<file path="config.mk">
export PLATFORM = sky130hd
export DESIGN_NAME = pps_ctrl
export DESIGN_NICKNAME = d
export VERILOG_FILES = /design/src/rtl/pps_pkg.sv /design/src/rtl/pps_resync_cnt.sv /design/src/rtl/pps_fsm.sv /design/src/rtl/pps_out_dec.sv /design/src/rtl/pps_ctrl.sv
export SDC_FILE = /design/constraint.sdc
export NUM_CORES = 1
export LEC_CHECK = 0
export BUFFER_PORTS_ARGS = -buffer_cell sky130_fd_sc_hd__clkbuf_2
export CORE_AREA = 3 3 40 42
export CTS_CLUSTER_DIAMETER = 40
export DETAILED_ROUTE_END_ITERATION = 8
export DIE_AREA = 0 0 43 45
export GPL_ROUTABILITY_DRIVEN = 0
export HOLD_SLACK_MARGIN = 0.1
export SLEW_MARGIN = 20
export SYNTH_ARGS = -nofsm -noshare
export SYNTH_HDL_FRONTEND = slang
export SYNTH_SLANG_ARGS = --single-unit
</file>
<file path="constraint.sdc">
create_clock -name clk -period 1.45 [get_ports clk]
set_input_delay 0.0725 -clock clk [delete_from_list [all_inputs] [get_ports clk]]
set_output_delay 0.0725 -clock clk [all_outputs]
set_load 0.01 [all_outputs]
</file>
<file path="src/rtl/pps_pkg.sv">
// Package: shared state encoding for the processor power state controller.
// Assumes: all modules of the controller import this package.
package pps_pkg;

    typedef enum logic [2:0] {
        PS_RUN      = 3'd0,  // core running
        PS_HALTBUS  = 3'd1,  // issuing the halt bus cycle
        PS_HALTED   = 3'd2,  // core clock gated after HALT
        PS_GRANT    = 3'd3,  // stop granted, input clock still present
        PS_STOPPED  = 3'd4,  // input clock absent
        PS_RESYNC   = 3'd5   // clock back, counting resync cycles
    } pwr_state_e;

endpackage

</file>
<file path="src/rtl/pps_resync_cnt.sv">
// Module: counts the resynchronisation window after the input clock returns.
// Assumes: run is high for the whole window; dropping run clears the count,
// so every restart counts from zero. done is high in the last window cycle.
module pps_resync_cnt #(
    parameter int CYCLES = 8
) (
    input  logic clk,
    input  logic rst_n,
    input  logic run,
    output logic done
);
    localparam int CW = (CYCLES > 2) ? $clog2(CYCLES) : 1;
    localparam logic [CW-1:0] LAST = CW'(CYCLES - 1);

    logic [CW-1:0] cnt_q;

    // Last-cycle flag of the window.
    assign done = run && (cnt_q == LAST);

    // Advance while running, hold at the last value, clear when idle.
    always_ff @(posedge clk) begin
        if (!rst_n) begin
            cnt_q <= '0;
        end else if (!run) begin
            cnt_q <= '0;
        end else if (!done) begin
            cnt_q <= cnt_q + 1'b1;
        end
    end

endmodule

</file>
<file path="src/rtl/pps_fsm.sv">
// Module: power-state sequencer with the registered stop acknowledge.
// Assumes: the inputs are synchronous to clk; resync_done comes from the
// resync counter while the state is PS_RESYNC.
module pps_fsm
    import pps_pkg::*;
(
    input  logic       clk,
    input  logic       rst_n,
    input  logic       stop_req,
    input  logic       halt_strobe,
    input  logic       wake_req,
    input  logic       clk_present,
    input  logic       resync_done,
    output pwr_state_e state,
    output logic       ack_pulse
);
    pwr_state_e state_q, state_d;
    logic       ack_q;

    // Next-state selection; stop_req has priority over halt and wake.
    always_comb begin
        state_d = state_q;
        unique case (state_q)
            PS_RUN: begin
                if (stop_req)         state_d = PS_GRANT;
                else if (halt_strobe) state_d = PS_HALTBUS;
            end
            PS_HALTBUS:               state_d = PS_HALTED;
            PS_HALTED: begin
                if (stop_req)         state_d = PS_GRANT;
                else if (wake_req)    state_d = PS_RUN;
            end
            PS_GRANT: begin
                if (!stop_req)        state_d = PS_RUN;
                else if (!clk_present) state_d = PS_STOPPED;
            end
            PS_STOPPED: begin
                if (clk_present)      state_d = PS_RESYNC;
            end
            PS_RESYNC: begin
                if (!clk_present)     state_d = PS_STOPPED;
                else if (resync_done) state_d = PS_RUN;
            end
            default:                  state_d = PS_RUN;
        endcase
    end

    // State register and the one-cycle acknowledge on entering the grant state.
    always_ff @(posedge clk) begin
        if (!rst_n) begin
            state_q <= PS_RUN;
            ack_q   <= 1'b0;
        end else begin
            state_q <= state_d;
            ack_q   <= (state_d == PS_GRANT) && (state_q != PS_GRANT);
        end
    end

    assign state     = state_q;
    assign ack_pulse = ack_q;

endmodule

</file>
<file path="src/rtl/pps_out_dec.sv">
// Module: decodes the power state into the core and keeper controls.
// Assumes: LANES byte lanes, each with one data keeper and one parity keeper.
module pps_out_dec
    import pps_pkg::*;
#(
    parameter int LANES = 2
) (
    input  pwr_state_e       state,
    output logic             core_clk_en,
    output logic             halt_cycle_req,
    output logic             ready,
    output logic [LANES-1:0] data_keep_en,
    output logic [LANES-1:0] parity_keep_en
);
    logic parked;

    // Core clock runs only while running or issuing the halt cycle.
    assign core_clk_en    = (state == PS_RUN) || (state == PS_HALTBUS);
    assign halt_cycle_req = (state == PS_HALTBUS);
    // Ready is low while the input clock is gone or being resynchronised.
    assign ready          = (state != PS_STOPPED) && (state != PS_RESYNC);
    assign parked         = (state == PS_GRANT) || (state == PS_STOPPED);

    // Per-lane keeper enables.
    for (genvar g = 0; g < LANES; g++) begin : g_lane
        assign data_keep_en[g]   = parked;
        assign parity_keep_en[g] = 1'b1;
    end

endmodule

</file>
<file path="src/rtl/pps_ctrl.sv">
// Module: top of the processor power state controller.
// Assumes: DATA_W is a multiple of 8; clk is the block's own free-running
// clock, and clk_present reports whether the core's input clock runs.
module pps_ctrl #(
    parameter int DATA_W        = 16,
    parameter int RESYNC_CYCLES = 8
) (
    input  logic                clk,
    input  logic                rst_n,
    input  logic                stop_req,
    input  logic                halt_strobe,
    input  logic                wake_req,
    input  logic                clk_present,
    output logic                core_clk_en,
    output logic                halt_cycle_req,
    output logic                stop_ack,
    output logic [DATA_W/8-1:0] data_keep_en,
    output logic [DATA_W/8-1:0] parity_keep_en,
    output logic                ready
);
    localparam int LANES = DATA_W / 8;

    pps_pkg::pwr_state_e state;
    logic                resync_done;
    logic                resync_run;

    // The counter runs only in the resync state.
    assign resync_run = (state == pps_pkg::PS_RESYNC);

    pps_fsm u_fsm (
        .clk         (clk),
        .rst_n       (rst_n),
        .stop_req    (stop_req),
        .halt_strobe (halt_strobe),
        .wake_req    (wake_req),
        .clk_present (clk_present),
        .resync_done (resync_done),
        .state       (state),
        .ack_pulse   (stop_ack)
    );

    pps_resync_cnt #(.CYCLES(RESYNC_CYCLES)) u_cnt (
        .clk   (clk),
        .rst_n (rst_n),
        .run   (resync_run),
        .done  (resync_done)
    );

    pps_out_dec #(.LANES(LANES)) u_dec (
        .state          (state),
        .core_clk_en    (core_clk_en),
        .halt_cycle_req (halt_cycle_req),
        .ready          (ready),
        .data_keep_en   (data_keep_en),
        .parity_keep_en (parity_keep_en)
    );

endmodule

</file>
# Yosys cells after proc, flatten, opt, wreduce, memory -nomap -nowiden
# Cells that the tools add are included.
[op_classes] add_sub_neg=1 n_eq_ne=10 mux=10 reduce_logical=7
[ops] operator="$mux 3" n=9
[ops] operator="$pmux 3 s6" n=1
[ops] operator="$eq 3x2->1 const B" n=3
[ops] operator="$eq 3x3->1 const B" n=3
[ops] operator="$ne 3x3->1 const B" n=2
[ops] operator="$add 3x1->3 const B" n=1
[ops] operator="$eq 3x1->1 const B" n=1
[ops] operator="$logic_and 1x1->1" n=3
[ops] operator="$logic_not 3->1" n=1
[ops] operator="$ne 3x2->1 const B" n=1
[ops] operator="$logic_or 1x1->1" n=2
[ops] operator="$reduce_and 2->1" n=1
[word_totals] register_bits=7 output_inout_bits=8 word_cells=31

# Longest topological paths before layout
# Gate-level depths: netlist (run 1).
[depth] depth_word=7 depth_mapped=6 mapped_depth_nobuf=6

# Modules after synthesis
# Synthesis (run 1) repeated with hierarchy kept, for this count alone.
[hier_totals] cells_unflattened=47 hier_area_um2=415.4
[modules_own_cells] mod="pps_fsm" n_inst=1 cells_per_inst=23 area_each_um2=193.9 seq_area_each_um2=80.1
[modules_own_cells] mod="pps_resync_cnt" n_inst=1 cells_per_inst=13 area_each_um2=136.4 seq_area_each_um2=60.1
[modules_own_cells] mod="pps_out_dec" n_inst=1 cells_per_inst=10 area_each_um2=76.3 seq_area_each_um2=0.0
[modules_own_cells] mod="pps_ctrl" n_inst=1 cells_per_inst=1 area_each_um2=8.8 seq_area_each_um2=0.0

# Worst setup path after synthesis (run 1)
# Ideal clock, no wire load.
[synth_timing] path_type="register -> register" startpoint="register u_cnt.cnt_q[0]" endpoint="register u_fsm.state_q[0] (netlist: u_fsm.state[0])" setup_time_ns=0.116 t_arrival_ns=1.201 t_required_ns=1.334 slack_ns=0.132 stages_incl_launch_ff=7 period_less_slack_ns=1.318 cell_sequence="dfxtp_1 -> ha_1 -> ha_1 -> nand2_1 -> a2bb2oi_1 -> o32ai_1 -> and3_2"
[synth_between] elab_chain_len=5
[synth_rtl] element="start: declaration" line="pps_resync_cnt.sv:15" text="logic [CW-1:0] cnt_q;"
[synth_rtl] element="start signal: assignment" line="pps_resync_cnt.sv:27" text="cnt_q <= cnt_q + 1'b1;"
[synth_rtl] element="$eq 3x3->1" line="pps_resync_cnt.sv:18" text="assign done = run && (cnt_q == LAST);"
[synth_rtl] element="$logic_and 1x1->1" line="pps_resync_cnt.sv:18"
[synth_rtl] element="$mux 3" line="pps_fsm.sv:42" text="else if (resync_done) state_d = PS_RUN;"
[synth_rtl] element="$mux 3" line="pps_fsm.sv:41" text="if (!clk_present) state_d = PS_STOPPED;"
[synth_rtl] element="$pmux 3 s6" line="pps_fsm.sv:23" text="unique case (state_q)"
[synth_rtl] element="end signal: assignment" line="pps_fsm.sv:54" text="state_q <= state_d;"
[synth_rtl] element="end: declaration" line="pps_fsm.sv:17" text="pwr_state_e state_q, state_d;"
# Every way passes these cells.
# A chain may end at the register's enable or synchronous reset.

# Worst setup path after layout (run 1)
[layout_timing] startpoint="register u_fsm.state_q[1] (netlist: u_fsm.state[1])" endpoint="output port data_keep_en[1]"
[layout_between] elab_chain_len=2 word_cells_on_any_way=3 classes_between="2 x eq/ne; 1 x reduce/logical"
[layout_rtl] element="$eq 3x2->1 or $eq 3x3->1 (tied branches)" line="pps_out_dec.sv:22" text="assign parked = (state == PS_GRANT) || (state == PS_STOPPED);"
[layout_rtl] element="$logic_or 1x1->1 (*)" line="pps_out_dec.sv:22"
[layout_rtl] element="end: declaration" line="pps_ctrl.sv:17" text="output logic [DATA_W/8-1:0] data_keep_en,"
# Every way passes the cells marked *; elsewhere a longest branch is shown, timed or not.

==> impl_results.md, run 1 <==
- Yosys warnings: 0
- Initial Util: 32.3%
- FP Rows: 13
- CP startpoint: u_fsm.state[1]$_SDFF_PN0_
- Slew Limit Fails: 0
- Synthesized cell area: between 400 and 500 sq um
- Crit. End Element: primary output
- Worst hold path class: primary input to register
- Tcrit/Tclk final: 92.0%
- DP Worst Slack: roughly 0.14 ns
- Status: completed
- Max_cap viols: 0
- Power, Total: 483 uW
- First-pass GRT wire length: 1430 um
- Synth Area in Adders: ~6%
- Final Hold Fails: 0
- WHS Path Cells: 4
- Setup violations, final: 0
- Die Width: 43 um
- Die ar.: around 0.0019 sq mm
- Crit-path slowest cell: dfxtp_1
- Clock latency on the worst-skew pair: 0.25 ns
- Final instance area: just over 500 sq um
- Antenna Cells: 0
- Crit path max fanout: 8
- Final HPWL DP: roughly 590 um
- Detailed-route via count: 353
- Delay-heaviest family, CP: flip-flops
- Worst path bufs/invs: 1
- Arr. time, crit path: 1.26 ns
- Setup repair bufs after CTS: 0
- RR Startpoint: u_cnt.cnt_q[0]$_SDFFE_PN0N_
- Top sig layer: met4
- Violation count after the first detailed-route iteration: 14
- PD cells: between 900 and 1000 mW/mm^2
- Main combinational cell family by area after synthesis: simple AND/OR/NAND/NOR gates
- Fin nets: 74
- R2R setup slack: 0.14 ns
- Root buffer cell: clkbuf_4
- TritonCTS clock tree: yes
- Yosys top cell by area: dfxtp_1
- Buffers on Ports: 11
- Setup CP Type: register to primary output
- Mux cell area share after synthesis: 4.82%
- Seq pwr share: 45.5%
- Clock sink total: 7
- Sw Ratio: 27.1%
- Worst Path Required: roughly 1.4 ns
- Clock power share: 36.6%
- Peak VDD IR: 255 uV
- Vias in the first global route: 345
- Period minus WS final: 1.33 ns
- CP peak stage delay: just under 0.5 ns
- Worst setup margin: 0.116 ns
- R2R depth: 6
- Post-Route WL: 764 um
- Initial antenna violation count: 0
- WL met1: around 390 um
- Skew final: roughly 0.0016 ns
- I/O pin count: 14
- Peak Freq: between 0.7 and 0.8 GHz
- Hold endpoint: u_fsm.state[1]$_SDFF_PN0_
- Simple logic cell fraction of the synthesized area: 22.6%
- Cell Area, Placed: ~460 sq um
- Combinational Power Share: 17.9%
- Met3 WL: 82 um
- Deepest clock path buffer count: 2
- Synthesis-stage register bit count: 7
- Clk slew on worst S/H paths: 0.05 ns
- Hold_sp: wake_req
- FF-to-FF End: u_fsm.state[0]$_SDFF_PN0_
- Synth Area in Compound Gates: approximately 15%
- H-tree levels: 1
- Largest net degree at the start of global routing: 13
- Die H: 45 um
- Layout cells sized above 1: a little under a third
- Post-synthesis xor/xnor area fraction: under 10%
- GRT Total Usage: 10.4%
- Worst setup SP type: register
- TNS Setup: 0 ns
- Vias per cell: 4.41
- Lkg Pwr: 0.000244 uW
- Drc violations: 0
- Syn avg cell area: 8.15 sq um
- Net Switching: 131 uW
- Antenna-violating nets left: 0
- Grt ovf: 0
- Synth top area cells: dfxtp_1, buf_4, ha_1
- Synth cell types: 23
- Area growth from synthesis to layout: 21.7%
- Post-Syn Instances: 51
- Internal Power: 353 uW
- Core area: 0.00128 sq mm
- Pre-antenna DRT Iters: 4
- RSZ-0062 raised after global routing: false
- Routed WL per cell: about 9.6 um
- Crit-path cells: nand2_1 -> o21ai_0 -> clkbuf_2
- Met2 WL: 246 um
- Synth top area share: between 30% and 40%
- Inserted Clock Buffers: 3
- Post-synthesis sequential area ratio: approximately 34%
==> per-stage QoR <==
| step | util [%] | hold WS, ns | std cells |
|---|---|---|---|
| finish | 39.3 | 0.167 | 80 |
| global route | 39.3 | 0.176 | 80 |
| CTS | 39.3 | 0.160 | 80 |
| detailed placement | 35.7 | 0.289 | 74 |
| global placement | 35.7 | 0.299 | 74 |
| floorplan | - | 0.159 | 52 |
==> worst reg2reg max path, delay by kind of cell, from the launching register on <==
family	cells	cell delay, ns
DFF	1	0.35
AOI/OAI and AO/OA	2	0.26
adders and majority gates	2	0.32
and+or+nand+nor	2	0.28
==> registers in the layout, indices dropped and copies added, names as in the netlist <==
signal	flops
u_fsm.state	3
u_fsm.ack_pulse	1
u_cnt.cnt_q	3
==> power by group through the flow <==
stage	registers (uW)	clock network, uW	logic [uW]
global placement	224	0	82.3
detailed placement	223	0	82.9
CTS	220	182	87.2
floorplan	221	0	63.3
global route	221	189	96.1
finish	220	177	86.6
==> layout by cell type (no fill, tap or decap) <==
cell and count:
clkbuf_2 11, a21oi_1 4, nand2_1 6, clkbuf_1 1
inv_2 2, nand2b_1 1, dfxtp_1 7, clkbuf_4 3
inv_1 3, dlygate4sd3_1 2, nor2_1 5, o32ai_2 1
nor2b_1 2, nand3_1 1, or3_1 1, buf_4 1
o21ai_0 2, mux2i_1 2, and3_2 1, o32ai_1 1
nor2b_2 1, ha_1 2, conb_1 2, and3_1 1
a2bb2oi_1 1, xor2_1 1
==> synth_stat cells, drive strengths merged <==
| library cell | count |
|---|---|
| buf | 5 |
| nor2 | 5 |
| a21oi | 4 |
| conb | 1 |
| ha | 2 |
| nand2 | 6 |
| nor2b | 3 |
| xor2 | 1 |
| o21ai | 2 |
| dfxtp | 7 |
| mux2i | 2 |
| inv | 5 |
| o32ai | 2 |
| nand3 | 1 |
| or3 | 1 |
| a2bb2oi | 1 |
| and3 | 2 |
| nand2b | 1 |
==> per-layer routing <==
layer	global-route usage [%]	vias up
met5	0	-
met2	12.3	20
met3	3.98	5
met1	13.6	136
li1	-	192
met4	10.8	0
==> worst max-delay path by stage <==
stage,to,slack [ns],cells past startpoint
after floorplan,u_fsm.state[0]$_SDFF_PN0_,0.13,6
after global placement,u_fsm.state[0]$_SDFF_PN0_,0.15,6
after detailed placement,u_fsm.state[0]$_SDFF_PN0_,0.14,6
after CTS,data_keep_en[1],0.12,3
after global routing,u_fsm.ack_pulse$_SDFF_PN0_,0.04,6
final,data_keep_en[1],0.12,3
==> cells by family after synthesis <==
| kind of cell | after synthesis |
|---|---|
| and+or+nand+nor | 19 |
| buffers and inverters | 10 |
| AOI/OAI and AO/OA | 9 |
| DFF | 7 |
| adders and majority gates | 2 |
| muxes | 2 |
| other | 1 |
| xor gates and xnor gates | 1 |
==> timing repair <==
action                    in CTS  in global routing
hold buffers                   2                  0
gates resized for setup        0                  0
hold endpoints to repair       1                  0
==> cell type report <==
type,instances,area [sq um]
fillers,125,779
clock buffers,4,26.3
multi-input cells,35,219
well taps,15,18.8
repair buffers,14,82.6
flip-flops and latches,7,140
inverters,5,18.8
No activity file was read; power rests on OpenSTA's default activity.
==> inputs of run 2 (changes only) <==
- GPL_TIMING_DRIVEN: unset -> 0
- clock period: 1.45 -> 1.1 ns (I/O delays scaled with it)
==> run 2 against run 1 <==
  * The run now ends with negative setup slack left
  * Highest routed layer unchanged
  * Final area grew 44%
  * Global-route usage is 2.4 points higher
  * Die area unchanged
  * Clock power grew 31%
  * Sequential share of layout area down 6.9 points
  * Count of clock-buffer cells in the layout is the same
  * Flip-flop and latch count did not move
  * Worst setup slack worse by 0.19 ns
  * Clock skew increased by 0.0019 ns
==> impl_results.md, run 2 (same netlist as run 1, synthesis figures left out) <==
- Status: finished with violations (was completed)
- Failing checks: negative setup slack
- Crit-path cells: ha_4 -> ha_4 -> nand2_4 -> a2bb2oi_2 -> o32ai_2 -> and3_1 (was nand2_1 -> o21ai_0 -> clkbuf_2)
- TritonCTS clock tree: yes (unchanged)
- Worst hold path class: primary input to register (unchanged)
- RR Startpoint: u_cnt.cnt_q[1]$_SDFFE_PN0N_ (was u_cnt.cnt_q[0]$_SDFFE_PN0N_)
- Final Hold Fails: 0 (unchanged)
- Area growth from synthesis to layout: 75.0% (was 21.7%)
- Most common cell after layout, fill and taps aside: buf_4 (was clkbuf_2)
- Final instance area: 727 sq um (was 505 sq um)
- Worst setup SP type: register (unchanged)
- Combinational Power Share: 29.5% (was 17.9%)
- WHS Path Cells: 2 (was 4)
- Max_cap viols: 0 (unchanged)
- Crit path max fanout: 2 (was 8)
- Grt ovf: 0 (unchanged)
- Most used cell, CP: ha_4
- Drc violations: 0 (unchanged)
- Die H: 45 um (unchanged)
- Pre-antenna DRT Iters: 3 (was 4)
- Slew Limit Fails: 0 (unchanged)
- Clock sink total: 7 (unchanged)
- Inserted Clock Buffers: 3 (unchanged)
- Sw Ratio: 28.1% (was 27.1%)
- Post-Route WL: 1160 um (was 764 um)
- Net Switching: 211 uW (was 131 uW)
- Vias per cell: 4.60 (was 4.41)
- Cells after DPL: 78 (was 74)
- Initial Util: 32.3% (unchanged)
- Detailed-route via count: 419 (was 353)
- H-tree levels: 1 (unchanged)
- Seq pwr share: 39.9% (was 45.5%)
- Setup violations, final: 10 (was 0)
- Internal Power: 541 uW (was 353 uW)
- Antenna Cells: 0 (unchanged)
- FF-to-FF End: u_fsm.ack_pulse$_SDFF_PN0_ (was u_fsm.state[0]$_SDFF_PN0_)
- Hold_sp: rst_n (was wake_req)
- Clk slew on worst S/H paths: 0.05 ns (about the same)
- I/O pin count: 14 (unchanged)
- Period minus WS final: approximately 1.2 ns
- Die ar.: 0.00194 sq mm (unchanged)
- FP Rows: 13 (unchanged)
- Initial antenna violation count: 0 (unchanged)
- Root buffer cell: clkbuf_4 (unchanged)
- Die Width: 43 um (unchanged)
- GRT Total Usage: 12.9% (was 10.4%)
- RSZ-0062 raised after global routing: true (was false)
- Skew final: 0.00351 ns (was 0.00160 ns)
- R2R setup slack: -0.08 ns (was 0.14 ns)
- Core area: 0.00128 sq mm (unchanged)
- PD cells: 1040 mW/mm^2 (was 956 mW/mm^2)
- Cell Area, Placed: 523 sq um (was 459 sq um)
- First-pass GRT wire length: 1780 um (was 1430 um)
- Worst Path Required: 1.24 ns (was 1.38 ns)
- CP peak stage delay: 0.35 ns (was 0.49 ns)
- R2R depth: 6 (unchanged)
- Violation count after the first detailed-route iteration: 3 (was 14)
- Layout cells sized above 1: 64.5% (was 30.8%)
- Clock power share: 30.7% (was 36.6%)
- Arr. time, crit path: 1.32 ns (was 1.26 ns)
- Peak VDD IR: 581 uV (was 255 uV)
- Hold endpoint: u_fsm.state[0]$_SDFF_PN0_ (was u_fsm.state[1]$_SDFF_PN0_)
- Largest net degree at the start of global routing: 9 (was 13)
- Buffers on Ports: 11 (unchanged)
- Crit. End Element: register (was primary output)
- Crit-path slowest cell: dfxtp_2 (was dfxtp_1)
- Non-filler instance count after layout: 91 (was 80)
- Peak Freq: 0.850 GHz
- Lkg Pwr: 0.000336 uW (was 0.000244 uW)
- Tcrit/Tclk final: 107%
- Most frequent cells in the layout: buf_4, clkbuf_2, buf_6, nand2_1 (was clkbuf_2, dfxtp_1, nand2_1, nor2_1, a21oi_1)
- Clock latency on the worst-skew pair: 0.25 ns (about the same)
- Final HPWL DP: 651 um (was 595 um)
- Fin nets: 85 (was 74)
- Vias in the first global route: 419 (was 345)
- Setup CP Type: register to register (was register to primary output)
- Deepest clock path buffer count: 2 (unchanged)
- Routed WL per cell: 12.8 um (was 9.55 um)
- Antenna-violating nets left: 0 (unchanged)
- Worst setup margin: -0.0758 ns (was 0.116 ns)
- Fillers: 118 (was 125)
==> run 2: cell count changes in the layout (fill, tap and decap cells not counted), moves of 3 or more <==
cell,change
nor2b_4,+3
buf_6,+6
dfxtp_2,+3
buf_4,+8
dfxtp_1,-5
clkbuf_2,-4
==> run 2: critical path: cells and delay by family, from the launching register on <==
| kind | cells | cell delay [ns] |
|---|---|---|
| AO/OA/AOI/OAI | 2 | 0.23 |
| adder cells (fa/ha/maj) | 2 | 0.28 |
| flip-flops | 1 | 0.35 |
| AND/OR/NAND/NOR | 2 | 0.20 |
==> run 2: routing by layer <==
| layer | vias up | wire, um | share of wire (%) | GRT usage, % |
|---|---|---|---|---|
| met1 | 194 | 471 | 40 | 14.1 |
| met3 | 2 | 45 | 3.9 | 5.98 |
| met4 | 0 | 19 | 1.6 | 5.42 |
| met5 | - | 0 | 0 | 0 |
| li1 | 212 | - | - | - |
| met2 | 11 | 626 | 54 | 21.6 |
==> run 2: worst max path at each step <==
stage | from | end | slack [ns] | cells past startpoint
2_1_floorplan | u_cnt.cnt_q[1]$_SDFFE_PN0N_ | u_fsm.state[0]$_SDFF_PN0_ | -0.05 | 6
3_3_place_gp | u_cnt.cnt_q[0]$_SDFFE_PN0N_ | u_fsm.state[0]$_SDFF_PN0_ | -0.12 | 6
3_5_place_dp | u_cnt.cnt_q[0]$_SDFFE_PN0N_ | u_fsm.state[0]$_SDFF_PN0_ | -0.13 | 6
4_1_cts | u_cnt.cnt_q[1]$_SDFFE_PN0N_ | u_fsm.ack_pulse$_SDFF_PN0_ | -0.06 | 6
5_1_grt | u_fsm.state[2]$_SDFF_PN0_ | data_keep_en[0] | -0.13 | 5
6_report | u_cnt.cnt_q[1]$_SDFFE_PN0N_ | u_fsm.ack_pulse$_SDFF_PN0_ | -0.08 | 6
==> run 2: layout make-up <==
type	instances	area, sq um	area share [%]
Multi-Input combinational cell	35	317	43.5
Tap cell	15	18.8	2.58
Clock buffer	4	26.3	3.61
Sequential cell	7	151	20.8
Timing Repair Buffer	20	146	20.1
Inverter	5	18.8	2.58
Buffer	5	48.8	6.71
==> run 2: power groups by stage <==
stage / Combinational [uW] / Clock, uW / Sequential (uW)
6_report: 222 / 231 / 300
5_1_grt: 238 / 253 / 302
4_1_cts: 171 / 237 / 294
3_5_place_dp: 126 / 0 / 295
3_3_place_gp: 125 / 0 / 295
2_1_floorplan: 83.2 / 0 / 292
==> run 2: through the flow <==
step | hold WS, ns | TNS (ns) | worst slack (ns) | power [uW] | utilization [%]
6_report | 0.125 | -0.474 | -0.0758 | 753 | 56.6
5_1_grt | 0.121 | -1.01 | -0.125 | 793 | 56.6
4_1_cts | 0.122 | -0.289 | -0.0585 | 701 | 50.7
3_5_place_dp | 0.284 | -0.333 | -0.128 | 421 | 40.7
3_3_place_gp | 0.283 | -0.286 | -0.116 | 420 | 40.7
2_1_floorplan | 0.142 | -0.0637 | -0.0474 | 375 | -
==> run 2: repair_timing <==
item,CTS,global route
pin swaps,0,4
endpoints found under the setup margin,6,11
gates resized for setup,14,18
hold endpoints to repair,1,0
cloned,0,0
hold buffers,2,0
buffers inserted,5,2
